--- src/rtl/mcl_pkg.sv ---
package mcl_pkg;

  localparam int TYPE_BITS = 5;
  localparam int IDX_ADDR  = 0;
  localparam int IDX_TYPE  = 1;

  // Attribute bits of a bus cycle; last member lands in bit 0.
  typedef struct packed {
    logic fill;
    logic lock;
    logic mem;
    logic data;
    logic wr;
  } cyc_attr_t;

  function automatic logic [TYPE_BITS-1:0] pack_attr(input cyc_attr_t a);
    logic [TYPE_BITS-1:0] v;
    v[0] = a.wr;
    v[1] = a.data;
    v[2] = a.mem;
    v[3] = a.lock;
    v[4] = a.fill;
    return v;
  endfunction

  function automatic logic fault_seen(input logic bus_chk, input logic par_chk,
                                      input logic par_en);
    return bus_chk | (par_chk & par_en);
  endfunction

endpackage

--- src/rtl/mcl_detect.sv ---
module mcl_detect (
  input  logic clk,
  input  logic rst_n,
  input  logic bus_chk_i,
  input  logic par_chk_i,
  input  logic par_en_i,
  input  logic mce_i,
  output logic err_o,
  output logic req_o
);
  import mcl_pkg::*;

  logic req_q;

  assign err_o = fault_seen(bus_chk_i, par_chk_i, par_en_i);

  always_ff @(posedge clk) begin
    if (!rst_n) req_q <= 1'b0;
    else        req_q <= err_o & mce_i;
  end

  assign req_o = req_q;
endmodule

--- src/rtl/mcl_capture.sv ---
module mcl_capture #(
  parameter int PADDR_W = 32,
  parameter int REG_W   = 64
) (
  input  logic                 clk,
  input  logic                 rst_n,
  input  logic                 err_i,
  input  logic [PADDR_W-1:0]   addr_i,
  input  mcl_pkg::cyc_attr_t   attr_i,
  output logic [REG_W-1:0]     addr_q_o,
  output logic [REG_W-1:0]     type_q_o,
  output logic [REG_W-1:0]     addr_nxt_o,
  output logic [REG_W-1:0]     type_nxt_o
);
  import mcl_pkg::*;

  function automatic logic [REG_W-1:0] widen_addr(input logic [PADDR_W-1:0] a);
    return REG_W'(a);
  endfunction

  function automatic logic [REG_W-1:0] widen_type(input cyc_attr_t a);
    return REG_W'(pack_attr(a));
  endfunction

  logic [REG_W-1:0] addr_q, type_q;

  always_comb begin
    addr_nxt_o = addr_q;
    type_nxt_o = type_q;
    if (err_i) begin
      addr_nxt_o = widen_addr(addr_i);
      type_nxt_o = widen_type(attr_i);
    end
  end

  always_ff @(posedge clk) begin
    if (!rst_n) begin
      addr_q <= '0;
      type_q <= '0;
    end else begin
      addr_q <= addr_nxt_o;
      type_q <= type_nxt_o;
    end
  end

  assign addr_q_o = addr_q;
  assign type_q_o = type_q;
endmodule

--- src/rtl/mcl_readport.sv ---
module mcl_readport #(
  parameter int REG_W = 64,
  parameter int IDX_W = 8
) (
  input  logic             clk,
  input  logic             rst_n,
  input  logic             rd_en_i,
  input  logic [IDX_W-1:0] rd_idx_i,
  input  logic [REG_W-1:0] addr_nxt_i,
  input  logic [REG_W-1:0] type_nxt_i,
  output logic [REG_W-1:0] rd_data_o,
  output logic             rd_valid_o
);
  import mcl_pkg::*;

  localparam logic [IDX_W-1:0] SEL_ADDR = IDX_W'(IDX_ADDR);
  localparam logic [IDX_W-1:0] SEL_TYPE = IDX_W'(IDX_TYPE);

  logic [REG_W-1:0] sel_data;
  logic [REG_W-1:0] data_q;
  logic             valid_q;

  always_comb begin
    if (rd_idx_i == SEL_ADDR)      sel_data = addr_nxt_i;
    else if (rd_idx_i == SEL_TYPE) sel_data = type_nxt_i;
    else                           sel_data = '0;
  end

  always_ff @(posedge clk) begin
    if (!rst_n) begin
      data_q  <= '0;
      valid_q <= 1'b0;
    end else begin
      valid_q <= rd_en_i;
      if (rd_en_i) data_q <= sel_data;
    end
  end

  assign rd_data_o  = data_q;
  assign rd_valid_o = valid_q;
endmodule

--- src/rtl/buserr_mc_logger.sv ---
module buserr_mc_logger #(
  parameter int PADDR_W = 32,
  parameter int REG_W   = 64,
  parameter int IDX_W   = 8
) (
  input  logic               clk,
  input  logic               rst_n,
  input  logic               bus_chk_i,
  input  logic               par_chk_i,
  input  logic               par_en_i,
  input  logic               mce_i,
  input  logic [PADDR_W-1:0] cyc_addr_i,
  input  logic               cyc_wr_i,
  input  logic               cyc_data_i,
  input  logic               cyc_mem_i,
  input  logic               cyc_lock_i,
  input  logic               cyc_fill_i,
  input  logic               rd_en_i,
  input  logic [IDX_W-1:0]   rd_idx_i,
  output logic [REG_W-1:0]   rd_data_o,
  output logic               rd_valid_o,
  output logic               mc_req_o
);
  import mcl_pkg::*;

  logic               err_w;
  cyc_attr_t          attr_w;
  logic [REG_W-1:0]   addr_q, type_q, addr_nxt, type_nxt;

  assign attr_w = '{fill: cyc_fill_i, lock: cyc_lock_i, mem: cyc_mem_i,
                    data: cyc_data_i, wr: cyc_wr_i};

  mcl_detect u_detect (
    .clk       (clk),
    .rst_n     (rst_n),
    .bus_chk_i (bus_chk_i),
    .par_chk_i (par_chk_i),
    .par_en_i  (par_en_i),
    .mce_i     (mce_i),
    .err_o     (err_w),
    .req_o     (mc_req_o)
  );

  mcl_capture #(.PADDR_W(PADDR_W), .REG_W(REG_W)) u_capture (
    .clk        (clk),
    .rst_n      (rst_n),
    .err_i      (err_w),
    .addr_i     (cyc_addr_i),
    .attr_i     (attr_w),
    .addr_q_o   (addr_q),
    .type_q_o   (type_q),
    .addr_nxt_o (addr_nxt),
    .type_nxt_o (type_nxt)
  );

  mcl_readport #(.REG_W(REG_W), .IDX_W(IDX_W)) u_read (
    .clk        (clk),
    .rst_n      (rst_n),
    .rd_en_i    (rd_en_i),
    .rd_idx_i   (rd_idx_i),
    .addr_nxt_i (addr_nxt),
    .type_nxt_i (type_nxt),
    .rd_data_o  (rd_data_o),
    .rd_valid_o (rd_valid_o)
  );
endmodule

--- config.mk ---
export PLATFORM = sky130hd
export DESIGN_NAME = buserr_mc_logger
export DESIGN_NICKNAME = d
export VERILOG_FILES = /design/src/rtl/mcl_pkg.sv /design/src/rtl/mcl_detect.sv /design/src/rtl/mcl_capture.sv /design/src/rtl/mcl_readport.sv /design/src/rtl/buserr_mc_logger.sv
export SDC_FILE = /design/constraint.sdc
export NUM_CORES = 1
export LEC_CHECK = 0
export BUFFER_PORTS_ARGS = -buffer_cell sky130_fd_sc_hd__clkbuf_2
export CELL_PAD_IN_SITES_DETAIL_PLACEMENT = 0
export CELL_PAD_IN_SITES_GLOBAL_PLACEMENT = 1
export CORE_AREA = 4 4 230 142
export DETAILED_ROUTE_END_ITERATION = 10
export DIE_AREA = 0 0 234 146
export PLACE_DENSITY = 0.48
export SLEW_MARGIN = 20
export SYNTH_ARGS = -nofsm -noshare
export SYNTH_HDL_FRONTEND = slang
export SYNTH_SLANG_ARGS = --single-unit
--- constraint.sdc ---
create_clock -name clk -period 2.1 [get_ports clk]
set_input_delay 0.21 -clock clk [delete_from_list [all_inputs] [get_ports clk]]
set_output_delay 0.21 -clock clk [all_outputs]
set_load 0.005 [all_outputs]
==> flow_metrics.env <==
export IMPL_run_status="finished clean"
export IMPL_dr_first_iter_drc_count=299
export IMPL_synth_cell_area_mm2=0.00698
export IMPL_portBuffers=117
export IMPL_power_frac_comb=0.059
export IMPL_maximum_number_of_pins_on_one_net_before_global_route_repair=58
export IMPL_initial_antenna_violation_count=0
export IMPL_ctsResizeCount=0
export IMPL_mappedNetlistNets=731
export IMPL_core_area_mm2=0.0307
export IMPL_design_die_area_mm2=0.0342
export IMPL_numCtsBuffers=17
export IMPL_wl_met3_um=890
export IMPL_synth_yosys_warnings=0
export IMPL_fin_cells=1199
export IMPL_netSwitchingPower_uw=1860
export IMPL_worstHoldPathCells=3
export IMPL_mapped_cells=679
export IMPL_power_density_mw_per_mm2=898
export IMPL_grt_total_usage=0.106
export IMPL_sequentialPowerShare=0.485
export IMPL_critPathMaxStageDelay_ps=730
export IMPL_cp_start_kind="input pin"
export IMPL_timing_fmax_mhz=667
export IMPL_power_internal_uw=5950
export IMPL_post_route_util=0.283
export IMPL_critical_path_max_fanout=27
export IMPL_timing_critical_path_depth=5
export IMPL_vias_in_the_first_global_route=4667
export IMPL_insertedDiodeCount=0
export IMPL_netlist_area_leader_share=0.556
export IMPL_initial_utilization=0.227
export IMPL_crit_chain="clkbuf_2 -> or4b_1 -> nor2_8 -> and3_1 -> o221a_1"
export IMPL_routedLengthMet1_mm=10.0
export IMPL_reg_clk_slew_reported_paths_ps=70
export IMPL_routed_length_per_placed_instance_um=15.1
export IMPL_min_period_over_period=0.714
export IMPL_grt_overflow_total=0
export IMPL_timing_max_slew_rel_slack=0.549
export IMPL_layout_nets=822
export IMPL_residual_antenna_violating_net_count_after_detailed_routing=0
export IMPL_hpwlAfterDp_mm=11.3
export IMPL_ir_worst_vdd_uv=507
export IMPL_timing_clock_skew_ps=5.94
export IMPL_via_count=4854
export IMPL_report_final_setup_viol=0
export IMPL_most_common_layout_cells="dfxtp_1, clkbuf_2, and3_1, mux2i_1, nor2b_1"
export IMPL_drtPass1Iterations=6
export IMPL_syn_avg_cell_area_um2=10.3
export IMPL_worst_endpoint_required_ps=2480
export IMPL_cell_types_occupying_the_most_area_after_synthesis="dfxtp_1, mux2i_1, and3_1"
export IMPL_seq_area_frac_synth=0.556
export IMPL_drt_vias_per_instance=4.05
export IMPL_endpoint_kind="flop"
export IMPL_static_leakage_power_uw=0.00380
export IMPL_die_width_um=234
export IMPL_global_route_wire_length_before_repair_mm=28.3
export IMPL_post_synth_num_cell_types=29
export IMPL_routed_wl_met2_mm=7.00
export IMPL_drcViolationCount=0
export IMPL_timing_critical_path_arrival_ps=1880
export IMPL_insertion_delay_ps=440
export IMPL_critPathBufInv=1
export IMPL_fin_hold_ws_ps=35.1
export IMPL_io_pins=118
export IMPL_areaGrowthSynthToFinish_pct=24.5
export IMPL_placed_cell_count=1166
export IMPL_cts_max_path_buffers=2
export IMPL_cts_num_sinks=194
export IMPL_unrepaired_setup_endpoints_after_global_routing="no"
export IMPL_clock_tree_htree_level_count=4
export IMPL_cts_tree="yes"
export IMPL_finalSetupTns_ps=0
export IMPL_rr_worst_depth=3
export IMPL_p_total_uw=7810
export IMPL_cts_root_buffer="clkbuf_16"
export IMPL_fp_row_count=50
export IMPL_sw_frac_of_total=0.238
export IMPL_layout_drive_gt1_share=0.217
export IMPL_hold_class="in -> reg"
export IMPL_final_hold_violation_count=0
export IMPL_synth_top_area_cell="dfxtp_1"
export IMPL_dieHeight_um=146
export IMPL_final_common_cell="dfxtp_1"
export IMPL_timing_final_max_slew_violations=0
export IMPL_timing_critical_path_slowest_stage_cell="or4b_1"
export IMPL_highest_signal_layer="met4"
export IMPL_routed_wirelength_mm=18.0
export IMPL_max_cap_violations=0
export IMPL_path_delay_family="simple AND/OR/NAND/NOR gates"
export IMPL_timing_worst_slew_pin_value_ps=676
export IMPL_gpl_final_weighted_congestion=0.667
export IMPL_timing_final_crit_period_ps=1500
export IMPL_power_share_clock=0.456
export IMPL_synth_ff_latch_count=194
export IMPL_worst_setup_path_class="in -> reg"
-- logic make-up (layout without fill, tap and decap cells) --
logic type,after synthesis,in the layout,synth area share
AND/OR/NAND/NOR,219,219,0.197
flip-flops,194,194,0.556
AO/OA/AOI/OAI,102,102,0.0916
buffers and inverters,95,199,0.0566
multiplexers,69,69,0.0989
-- synthesized netlist by cell type --
cell type and number:
dfxtp_1 194, and3_1 97, mux2i_1 69, clkbuf_1 46, nor2b_1 37, and2_1 33, inv_1 32, o21ai_0 32
o22ai_1 32, a31oi_1 21, nand2b_1 21, nand3_1 21, buf_2 7, a21oi_1 6, buf_4 6, o221a_1 6
o32a_1 5, buf_1 3, buf_6 1, nand2_1 1, nand3b_1 1, nand4_1 1, nor2_1 1, nor2_8 1
nor3_1 1, nor3b_4 1, nor4_1 1, or4_4 1, or4b_1 1
-- power groups by stage --
stage          clock (µW)  combinational [µW]  sequential (µW)
3_5_place_dp            0                 471             3870
4_1_cts              3700                 474             3790
6_report             3560                 462             3790
5_1_grt              3840                 517             3790
3_3_place_gp            0                 473             3870
2_1_floorplan           0                 276             3860
-- stage by stage --
stage          worst slack (ps)  area, µm²
4_1_cts                     629       8690
2_1_floorplan               563       6980
3_3_place_gp                175       8050
5_1_grt                     552       8690
6_report                    601       8690
3_5_place_dp                150       8050
-- per-layer routing --
| metal | GRT usage | up-vias |
|---|---|---|
| met1 | 0.162 | 2228 |
| met4 | 0.0231 | 0 |
| met3 | 0.0403 | 8 |
| met2 | 0.140 | 79 |
| li1 | - | 2539 |
| met5 | 0 | - |
-- cell type report --
class | count | area [µm²]
Inverter | 32 | 120
Clock inverter | 12 | 170
Sequential cell | 194 | 3880
Fill cell | 3216 | 22000
Timing Repair Buffer | 135 | 816
Multi-Input combinational cell | 390 | 2720
Clock buffer | 20 | 467
Tap cell | 416 | 520
-- tightest hold or removal path: cells and delay by family --
family	cells	cell delay (ps)
AND/OR/NAND/NOR	1	100
buffers and inverters	1	70
multiplexers	1	60
-- timing repair --
item / in CTS / in global routing
setup buffers: 0 / 0
hold endpoints to repair: 1 / 0
setup endpoints to repair: 0 / 0
hold buffers: 1 / 0
-- path summary, 6_finish.rpt --
check / start / to / slack, ps
setup / recovery: rd_idx_i[7] / u_read.rd_data_o[10] / 600
hold / removal: cyc_addr_i[15] / u_capture.addr_q_o[15] / 40
setup reg to reg: u_capture.type_q_o[1] / u_read.rd_data_o[1] / 1110
hold reg to reg: u_capture.type_q_o[18] / u_capture.type_q_o[18] / 480
-- registers in the layout (all words and copies together) (netlist names) --
| name | flops |
|---|---|
| u_detect.req_o | 1 |
| u_capture.addr_q_o | 64 |
| u_read.rd_valid_o | 1 |
| u_read.rd_data_o | 64 |
| u_capture.type_q_o | 64 |
(Power assumes the default switching activity.)
